<file path="config.mk">
export PLATFORM = sky130hd
export DESIGN_NAME = alarm_irq_ctrl
export DESIGN_NICKNAME = d
export VERILOG_FILES = /design/src/rtl/alarm_irq_pkg.sv /design/src/rtl/drv_pulse_mon.sv /design/src/rtl/fifo_limit_cmp.sv /design/src/rtl/chan_alarm_regs.sv /design/src/rtl/alarm_irq_ctrl.sv
export SDC_FILE = /design/constraint.sdc
export NUM_CORES = 1
export LEC_CHECK = 0
export ABC_CLOCK_PERIOD_IN_PS = 4700
export BUFFER_PORTS_ARGS = -buffer_cell sky130_fd_sc_hd__buf_2
export CAP_MARGIN = 20
export CORE_UTILIZATION = 45
export CTS_CLUSTER_DIAMETER = 120
export DETAILED_ROUTE_END_ITERATION = 6
export GPL_TIMING_DRIVEN = 0
export PLACE_DENSITY = 0.73
export REMOVE_ABC_BUFFERS = 1
export SLEW_MARGIN = 20
export SYNTH_ARGS = -nofsm -noshare
export SYNTH_HDL_FRONTEND = slang
export SYNTH_HIERARCHICAL = 1
export SYNTH_SLANG_ARGS = --single-unit
</file>
<file path="constraint.sdc">
create_clock -name clk -period 4.7 [get_ports clk]
set_input_delay 0 -clock clk [delete_from_list [all_inputs] [get_ports clk]]
set_output_delay 0 -clock clk [all_outputs]
set_load 0.01 [all_outputs]
</file>
<file path="src/rtl/alarm_irq_pkg.sv">
package alarm_irq_pkg;
    localparam int NSRC = 6;
    localparam int DW   = 8;

    typedef enum logic [2:0] {
        SRC_DMON = 3'd0,
        SRC_LOS  = 3'd1,
        SRC_LOL  = 3'd2,
        SRC_FLIM = 3'd3,
        SRC_PERR = 3'd4,
        SRC_PSAT = 3'd5
    } src_e;

    localparam logic [3:0] OFS_EN = 4'h1;
    localparam logic [3:0] OFS_ST = 4'h2;

    typedef enum logic {
        DM_SEEN = 1'b0,
        DM_LOST = 1'b1
    } dmon_state_e;
endpackage

</file>
<file path="src/rtl/drv_pulse_mon.sv">
module drv_pulse_mon
    import alarm_irq_pkg::*;
#(
    parameter int LIMIT = 128
) (
    input  logic clk,
    input  logic rst_n,
    input  logic pulse,
    output logic alarm
);
    localparam int CW = (LIMIT > 1) ? $clog2(LIMIT) : 1;

    dmon_state_e    state_q, state_d;
    logic [CW-1:0]  cnt_q, cnt_d;

    always_ff @(posedge clk) begin
        if (!rst_n) begin
            state_q <= DM_SEEN;
            cnt_q   <= '0;
        end else begin
            state_q <= state_d;
            cnt_q   <= cnt_d;
        end
    end

    always_comb begin
        state_d = state_q;
        cnt_d   = cnt_q;
        unique case (state_q)
            DM_SEEN: begin
                if (pulse) begin
                    cnt_d = '0;
                end else if (cnt_q == CW'(LIMIT - 1)) begin
                    state_d = DM_LOST;
                    cnt_d   = '0;
                end else begin
                    cnt_d = cnt_q + 1'b1;
                end
            end
            DM_LOST: begin
                if (pulse) begin
                    state_d = DM_SEEN;
                end
            end
            default: state_d = DM_SEEN;
        endcase
    end

    always_comb begin
        alarm = (state_q == DM_LOST);
    end


    dmon_clear_chk: assert property (@(posedge clk) disable iff (!rst_n)
        pulse |=> !alarm);


    dmon_rise_chk: assert property (@(posedge clk) disable iff (!rst_n)
        $rose(alarm) |-> $past(!pulse));
endmodule

</file>
<file path="src/rtl/fifo_limit_cmp.sv">
module fifo_limit_cmp #(
    parameter int DEPTH  = 32,
    parameter int MARGIN = 2,
    parameter int OCC_W  = $clog2(DEPTH + 1)
) (
    input  logic [OCC_W-1:0] occ,
    input  logic             ja_en,
    output logic             near
);
    localparam logic [OCC_W-1:0] LOW_MARK  = OCC_W'(MARGIN);
    localparam logic [OCC_W-1:0] HIGH_MARK = OCC_W'(DEPTH - MARGIN);

    always_comb begin
        near = ja_en && ((occ <= LOW_MARK) || (occ >= HIGH_MARK));
    end
endmodule

</file>
<file path="src/rtl/chan_alarm_regs.sv">
module chan_alarm_regs
    import alarm_irq_pkg::*;
(
    input  logic            clk,
    input  logic            rst_n,
    input  logic [NSRC-1:0] alarm_raw,
    input  logic            ja_en,
    input  logic            en_wr,
    input  logic [NSRC-1:0] wdata,
    input  logic            rd_clr,
    output logic [NSRC-1:0] en_q,
    output logic [NSRC-1:0] st_q,
    output logic            irq_ch
);
    logic [NSRC-1:0] alm_q, alm_p, en_eff, evt, st_d, gate;
    logic            ja_q;

    always_ff @(posedge clk) begin
        if (!rst_n) begin
            alm_q <= '0;
            alm_p <= '0;
            ja_q  <= 1'b0;
            en_q  <= '0;
            st_q  <= '0;
        end else begin
            alm_q <= alarm_raw;
            alm_p <= alm_q;
            ja_q  <= ja_en;
            if (en_wr) en_q <= wdata;
            st_q  <= st_d;
        end
    end

    always_comb begin
        gate = '1;
        gate[int'(SRC_FLIM)] = ja_q;
        en_eff = en_q & gate;
        evt    = (alm_q ^ alm_p) & en_eff;
        st_d   = (rd_clr ? '0 : st_q) | evt;
        irq_ch = |(st_q & en_eff);
    end


    st_gate_chk: assert property (@(posedge clk) disable iff (!rst_n)
        (st_q & ~$past(st_q) & ~$past(en_eff)) == '0);


    rd_clear_chk: assert property (@(posedge clk) disable iff (!rst_n)
        (rd_clr && (evt == '0)) |=> (st_q == '0));
endmodule

</file>
<file path="src/rtl/alarm_irq_ctrl.sv">
module alarm_irq_ctrl
    import alarm_irq_pkg::*;
#(
    parameter int NUM_CH      = 6,
    parameter int DMON_LIMIT  = 128,
    parameter int FIFO_DEPTH  = 32,
    parameter int FIFO_MARGIN = 2,
    parameter int OCC_W       = $clog2(FIFO_DEPTH + 1)
) (
    input  logic                    clk,
    input  logic                    rst_n,
    input  logic                    host_sel,
    input  logic                    host_wr,
    input  logic [7:0]              host_addr,
    input  logic [7:0]              host_wdata,
    output logic [7:0]              host_rdata,
    input  logic [NUM_CH-1:0]       tx_pulse,
    input  logic [NUM_CH-1:0]       rx_los,
    input  logic [NUM_CH-1:0]       rx_lol,
    input  logic [NUM_CH-1:0]       ja_enable,
    input  logic [NUM_CH*OCC_W-1:0] fifo_occ,
    input  logic [NUM_CH-1:0]       prbs_err,
    input  logic [NUM_CH-1:0]       prbs_sat,
    output logic                    irq
);
    localparam int PAD = DW - NSRC;

    logic [3:0]        ch_sel, ofs;
    logic              host_rd, hit_any;
    logic [NUM_CH-1:0] hit_en, hit_st, irq_ch, dm_alarm, near;
    logic [NSRC-1:0]   en_all [NUM_CH];
    logic [NSRC-1:0]   st_all [NUM_CH];
    logic [NSRC-1:0]   raw    [NUM_CH];
    logic [DW-1:0]     rd_mux;
    logic              unused_wbits;

    assign ch_sel       = host_addr[7:4];
    assign ofs          = host_addr[3:0];
    assign host_rd      = host_sel && !host_wr;
    assign unused_wbits = ^host_wdata[DW-1:NSRC];

    for (genvar c = 0; c < NUM_CH; c++) begin : g_ch
        assign hit_en[c] = host_sel && (ch_sel == 4'(c)) && (ofs == OFS_EN);
        assign hit_st[c] = host_sel && (ch_sel == 4'(c)) && (ofs == OFS_ST);

        drv_pulse_mon #(.LIMIT(DMON_LIMIT)) u_dmon (
            .clk   (clk),
            .rst_n (rst_n),
            .pulse (tx_pulse[c]),
            .alarm (dm_alarm[c])
        );

        fifo_limit_cmp #(.DEPTH(FIFO_DEPTH), .MARGIN(FIFO_MARGIN), .OCC_W(OCC_W)) u_flim (
            .occ   (fifo_occ[c*OCC_W +: OCC_W]),
            .ja_en (ja_enable[c]),
            .near  (near[c])
        );

        always_comb begin
            raw[c] = '0;
            raw[c][int'(SRC_DMON)] = dm_alarm[c];
            raw[c][int'(SRC_LOS)]  = rx_los[c];
            raw[c][int'(SRC_LOL)]  = rx_lol[c];
            raw[c][int'(SRC_FLIM)] = near[c];
            raw[c][int'(SRC_PERR)] = prbs_err[c];
            raw[c][int'(SRC_PSAT)] = prbs_sat[c];
        end

        chan_alarm_regs u_regs (
            .clk       (clk),
            .rst_n     (rst_n),
            .alarm_raw (raw[c]),
            .ja_en     (ja_enable[c]),
            .en_wr     (hit_en[c] && host_wr),
            .wdata     (host_wdata[NSRC-1:0]),
            .rd_clr    (hit_st[c] && !host_wr),
            .en_q      (en_all[c]),
            .st_q      (st_all[c]),
            .irq_ch    (irq_ch[c])
        );
    end

    always_comb begin
        rd_mux = '0;
        for (int c = 0; c < NUM_CH; c++) begin
            if (hit_en[c]) rd_mux = rd_mux | {{PAD{1'b0}}, en_all[c]};
            if (hit_st[c]) rd_mux = rd_mux | {{PAD{1'b0}}, st_all[c]};
        end
        hit_any = |{hit_en, hit_st};
    end

    always_ff @(posedge clk) begin
        if (!rst_n) host_rdata <= '0;
        else        host_rdata <= host_rd ? rd_mux : '0;
    end

    assign irq = |irq_ch;


    unmapped_rd_chk: assert property (@(posedge clk) disable iff (!rst_n)
        (host_rd && !hit_any) |=> (host_rdata == 8'h00));
endmodule

</file>
Yosys cells after proc, flatten, opt, wreduce, memory -nomap -nowiden
Cells that the tools add are included.
{"block": "op_classes", "n_addsub": 6, "order_cmp": 12, "n_eq_ne": 13, "n_mux": 54, "bitwise_logic": 47, "n_reduce_logical": 47}
{"op": "AND 6 bit", "count": 18}
{"op": "2-to-1 mux 7 bit", "count": 12}
{"op": "2-to-1 mux 8 bit", "count": 10}
{"op": "OR 8 x 6 -> 8 bit", "count": 10}
{"op": "2-to-1 mux 6 bit", "count": 8}
{"op": "adder 7 x 1 -> 7 bit, second input constant", "count": 6}
{"op": "== test 7 bit, second input constant", "count": 6}
{"op": "OR 6 bit", "count": 7}
{"op": "logical AND 1 bit", "count": 37}
{"op": ">= comparator 6 x 5 -> 1 bit, second input constant", "count": 6}
{"op": "<= comparator 6 x 2 -> 1 bit, second input constant", "count": 6}
{"op": "OR reduction 36 bit", "count": 1}
{"op": "bitwise XOR 6 bit", "count": 6}
{"op": "2-to-1 mux 1 bit", "count": 18}
{"op": "== test 4 x 2 -> 1 bit, second input constant", "count": 3}
{"op": "case mux 1 bit (2 select lines)", "count": 6}
{"op": "== test 4 x 1 -> 1 bit, second input constant", "count": 2}
{"op": "== test 4 x 3 -> 1 bit, second input constant", "count": 2}
{"op": "logical OR 1 bit", "count": 6}
{"op": "NOT 1 bit", "count": 6}
{"op": "logical NOT 4 bit", "count": 1}
{"op": "AND reduction 2 bit", "count": 1}
{"op": "logical NOT 1 bit", "count": 1}
{"block": "word_totals", "ff_bits": 206, "output_inout_bits": 9, "word_cells": 222}

Longest topological paths before layout
{"block": "logic_depth", "depth_word": 26, "mapped_depth": 8, "depth_no_buf": 6}

Hierarchy
Netlist, hierarchy kept.
{"mod": "chan_alarm_regs", "n_inst": 6, "cells_each": 82, "area_each_um2": 883.3, "seq_area_each_um2": 500.5}
{"mod": "drv_pulse_mon", "n_inst": 6, "cells_each": 49, "area_each_um2": 387.9, "seq_area_each_um2": 160.2}
{"mod": "alarm_irq_ctrl", "n_inst": 1, "cells_each": 137, "area_each_um2": 1089.8, "seq_area_each_um2": 120.1}
{"mod": "fifo_limit_cmp", "n_inst": 6, "cells_each": 3, "area_each_um2": 32.5, "seq_area_each_um2": 0.0}

Least setup slack after synthesis
OpenSTA, ideal clock, no wires.
{"block": "synth_path", "path_kind": "input port to flip-flop", "from": "input port host_addr[7]", "to": "register g_ch[5].u_regs.en_q[0]", "arrival_time_ns": 1.390, "required_time_ns": 4.584, "setup_slack_ns": 3.194, "stages": 7, "n_path_buf": 2, "cell_sequence": "buf_2 or4bb_1 nor2_1 and3_1 buf_4 mux2i_1 nor2b_1"}
{"block": "synth_between", "elab_chain_cells": 4}
{"element": "from (decl)", "line_no": "alarm_irq_ctrl.sv:14", "rtl": "input logic [7:0] host_addr,"}
{"element": "== test 4 x 3 -> 1 bit", "line_no": "alarm_irq_ctrl.sv:43", "rtl": "assign hit_en[c] = host_sel && (ch_sel == 4'(c)) && (ofs == OFS_EN);"}
{"element": "logical AND 1 bit (2 in series)", "line_no": "alarm_irq_ctrl.sv:43"}
{"element": "logical AND 1 bit", "line_no": "alarm_irq_ctrl.sv:74", "rtl": ".en_wr (hit_en[c] && host_wr),"}
{"element": "to (signal assigned)", "line_no": "chan_alarm_regs.sv:29", "rtl": "if (en_wr) en_q <= wdata;"}
{"element": "to (decl)", "line_no": "chan_alarm_regs.sv:11", "rtl": "output logic [NSRC-1:0] en_q,"}
No other way between the ends.
A chain may end at the register's enable or synchronous reset.

Worst setup path in the final report
{"block": "layout_path", "from": "input port host_addr[3]", "to": "register host_rdata[5]"}
{"block": "layout_between", "elab_chain_cells": 25, "elab_cells_between_ends": 37, "classes_between": "eq/ne (2); mux (12); bitwise (11); reduce/logical (12)"}
{"element": "== test 4 x 1 -> 1 bit", "line_no": "alarm_irq_ctrl.sv:43"}
{"element": "logical AND 1 bit", "line_no": "alarm_irq_ctrl.sv:43"}
{"element": "2-to-1 mux 6 bit", "line_no": "alarm_irq_ctrl.sv:86", "rtl": "if (hit_en[c]) rd_mux = rd_mux | {{PAD{1'b0}}, en_all[c]};"}
{"element": "OR 6 bit", "line_no": "alarm_irq_ctrl.sv:87", "rtl": "if (hit_st[c]) rd_mux = rd_mux | {{PAD{1'b0}}, st_all[c]};"}
{"element": "2-to-1 mux 6 bit", "line_no": "alarm_irq_ctrl.sv:87"}
{"element": "OR 8 x 6 -> 8 bit", "line_no": "alarm_irq_ctrl.sv:86"}
{"element": "2-to-1 mux 8 bit", "line_no": "alarm_irq_ctrl.sv:86"}
{"element": "OR 8 x 6 -> 8 bit", "line_no": "alarm_irq_ctrl.sv:87"}
{"element": "[9 not listed]"}
{"element": "OR 8 x 6 -> 8 bit", "line_no": "alarm_irq_ctrl.sv:86"}
{"element": "2-to-1 mux 8 bit", "line_no": "alarm_irq_ctrl.sv:86"}
{"element": "OR 8 x 6 -> 8 bit", "line_no": "alarm_irq_ctrl.sv:87"}
{"element": "2-to-1 mux 8 bit", "line_no": "alarm_irq_ctrl.sv:87"}
{"element": "OR 8 x 6 -> 8 bit", "line_no": "alarm_irq_ctrl.sv:86"}
{"element": "2-to-1 mux 8 bit", "line_no": "alarm_irq_ctrl.sv:86"}
{"element": "OR 8 x 6 -> 8 bit", "line_no": "alarm_irq_ctrl.sv:87"}
{"element": "2-to-1 mux 8 bit *", "line_no": "alarm_irq_ctrl.sv:87"}
{"element": "to (signal assigned)", "line_no": "alarm_irq_ctrl.sv:94", "rtl": "else host_rdata <= host_rd ? rd_mux : '0;"}
{"element": "to (decl)", "line_no": "alarm_irq_ctrl.sv:16", "rtl": "output logic [7:0] host_rdata,"}
Mark *: on every way between the ends. The rest lies on a longest branch, timed or not.

==> results.ini <==
[power]
power.density_nw_per_um2=346
ir_worst_vdd_mv=0.231
p_leak_nw=3.94
power_mw=3.80

[sta]
rsz0062_at_grt=no
fin_crit_sh_pct=49.2
min_period_ns=2.31
max-slew-margin-rel_pct=49.6
fmax_mhz=432
tightest_slew_ns=0.745
finalSetupTns_ns=0
skew_ns=0.0143
setup_violations=0
finalHoldViolations=0
hold_ws_ns=0.0137
drv_slew=0

[worst_setup_path]
path_common_cell=dlygate4sd3_1
cp_slowest_stage_delay_ns=0.75
crit_buf_inv=3
crit_fanout=6
crit_path_start_kind=input pin
cp.arrival_ns=2.76
cp_cell_sequence=dlygate4sd3_1 -> buf_2 -> or4b_1 -> nor2_4 -> a22o_1 -> o21ai_1 -> a31oi_1 -> dlygate4sd3_1
worstSetupEndpointType=register
crit_type=input pin to register
cp_slowest_cell=or4b_1
critPathRequiredTime_ns=5.14
rrSetupSlack_ns=3.08
cp_top_family=buffers and inverters

[global_route]
grt_max_degree=126
grt_overflow=0
antenna_found_initial=0
grt_pass1_vias=6652
track_usage_pct=19.6
grt_pass1_wl_um=32300

[logic_synthesis]
avgSynthCellArea_um2=9.47
yosys.area.top_type_share_pct=45.8
synth_seq_cells=204
yosysTopAreaCell=dfxtp_1
synth_warnings=6
ys_seq_area_share_pct=45.8
syn_area_um2=8910
ys_async_sr_fraction_pct=0
synth_edf_count=0
synthCells=941
synth_top_flop_cell=dfxtp_1
synth.area.top_cells=dfxtp_1 (46%), and2_1 (5.5%), mux2i_1 (4.9%), nand3b_1 (4.2%), nand2_1 (3.5%)
synth_cell_types=57

[cells_and_area]
mostFrequentLayoutCell=dfxtp_1
diodes=0
fin_cells=1375
syn2layout_area_growth_pct=23.3
post-route-util_pct=56.5
final_cell_mix=dfxtp_1 (204), buf_2 (95), nand2_1 (84)
fillCellCount=1682
layout-drive-gt1-share_pct=15.3
nNetsFinal=1194

[clocking]
ctsLongestPathBuffers=3
worstSkewPairLatency_ns=0.50
cts_root_buffer=clkbuf_16
cts_buffers=22
tritoncts=done
clkSinkCount=204
clk_pin_slew_ns=0.06
cts_setup_buffers=0
ctsHtreeMaxLevel=1

[drt]
first_iter_violations=609
antenna_left=0
dr.pass1.iters=5
routed_via_density=5.31
vias=7304
drc=0
routed_wl_um=20200
wl_per_cell_um=14.7

[die]
core_region_area_um2=19500
ios=101
rows=51
die_y_um=143
fp.dieArea_um2=20400
die_w_um=143
start_util_pct=45.8

[placement]
dp.cells=1263
routabilityCongestion=0.903
dpl.hpwl_um=13300
io_buffer_count=96

[status]
outcome=finished clean

[hold_path]
holdCritPathClass=input pin to register

[flow_run]
cap_viol_max_count=0

-- what timing repair did --
action | CTS | global route
hold buffers | 74 | 0
hold endpoints to repair | 144 | 0
gates resized for setup | 0 | 0
-- where the power goes --
part           internal [mW]  switching, mW  total, mW
Combinational          0.128          0.118      0.246
Sequential              1.76         0.0198       1.78
Clock                   1.10          0.677       1.77
Total                   2.99          0.815       3.80
-- final timing paths --
kind | startpoint | depth (start not counted) | end
max | host_addr[3] | 8 | host_rdata[5]$_SDFF_PN0_
min reg2reg | g_ch[4].u_regs/alm_q[1]$_SDFF_PN0_ | 1 | g_ch[4].u_regs/alm_p[1]$_SDFF_PN0_
min | fifo_occ[4] | 4 | g_ch[0].u_regs/alm_q[3]$_SDFF_PN0_
max reg2reg | g_ch[5].u_regs/en_q[5]$_SDFFE_PN0P_ | 5 | host_rdata[5]$_SDFF_PN0_
-- state kept, by name, indices dropped and copies added (netlist names) --
name,count
g_ch.u_dmon/cnt_q,42
g_ch.u_dmon/alarm,6
g_ch.u_regs/st_q,36
g_ch.u_regs/alm_p,36
g_ch.u_regs/ja_q,6
g_ch.u_regs/alm_q,36
g_ch.u_regs/en_q,36
host_rdata,6
-- kinds of logic (layout without fill, tap and decap cells) --
family	Yosys count	count (layout)	share of synthesized area, %
AOI/OAI and AO/OA	205	205	15.2
muxes	50	50	5.83
xor gates and xnor gates	36	36	3.54
other	1	2	0.0421
adders and majority gates	6	6	0.842
and+or+nand+nor	392	392	25.5
DFF	204	204	45.8
buffers and inverters	47	215	3.26
-- cell usage after synthesis (7+ instances only) --
master	count
dfxtp_1	204
nand2_1	84
and2_1	79
nand3b_1	50
a21oi_1	47
mux2i_1	44
nor2b_1	39
xnor2_1	36
o21ai_1	32
nand3_1	30
a31oi_1	28
nor2_1	28
o21ai_0	27
nor3_1	20
buf_4	14
a22oi_1	13
o21a_1	12
or3_1	12
and3_1	11
a22o_1	9
buf_2	9
a222oi_1	7
clkbuf_1	7
-- area by class of cell --
| cell class | instances | area, µm² | area share (%) |
|---|---|---|---|
| Clock inverter | 5 | 83.8 | 0.763 |
| Tap cell | 265 | 332 | 3.02 |
| Inverter | 6 | 22.5 | 0.205 |
| Sequential cell | 204 | 4080 | 37.2 |
| Multi-Input combinational cell | 691 | 4540 | 41.3 |
| Clock buffer | 33 | 673 | 6.12 |
| Timing Repair Buffer | 171 | 1250 | 11.4 |
-- tightest hold or removal path, cell delays in order --
cell       delay (ns)
buf_2            0.10
a2111oi_2        0.04
o21a_1           0.17
and2_1           0.15
-- stage by stage --
stage                     setup WS [ns]  instance area [µm²]
after floorplan                    2.92                 8650
after global placement             1.51                 9460
after detailed placement           2.53                 9490
after CTS                          2.47                11000
after global routing               2.34                11000
final                              2.39                11000
-- layer usage --
layer / track usage, % / wire length, µm
met1: 26.0 / 9250
met2: 32.8 / 9310
met3: 3.19 / 1210
met4: 5.77 / 422
met5: 0 / 0
No activity file was read; power rests on OpenSTA's default activity.
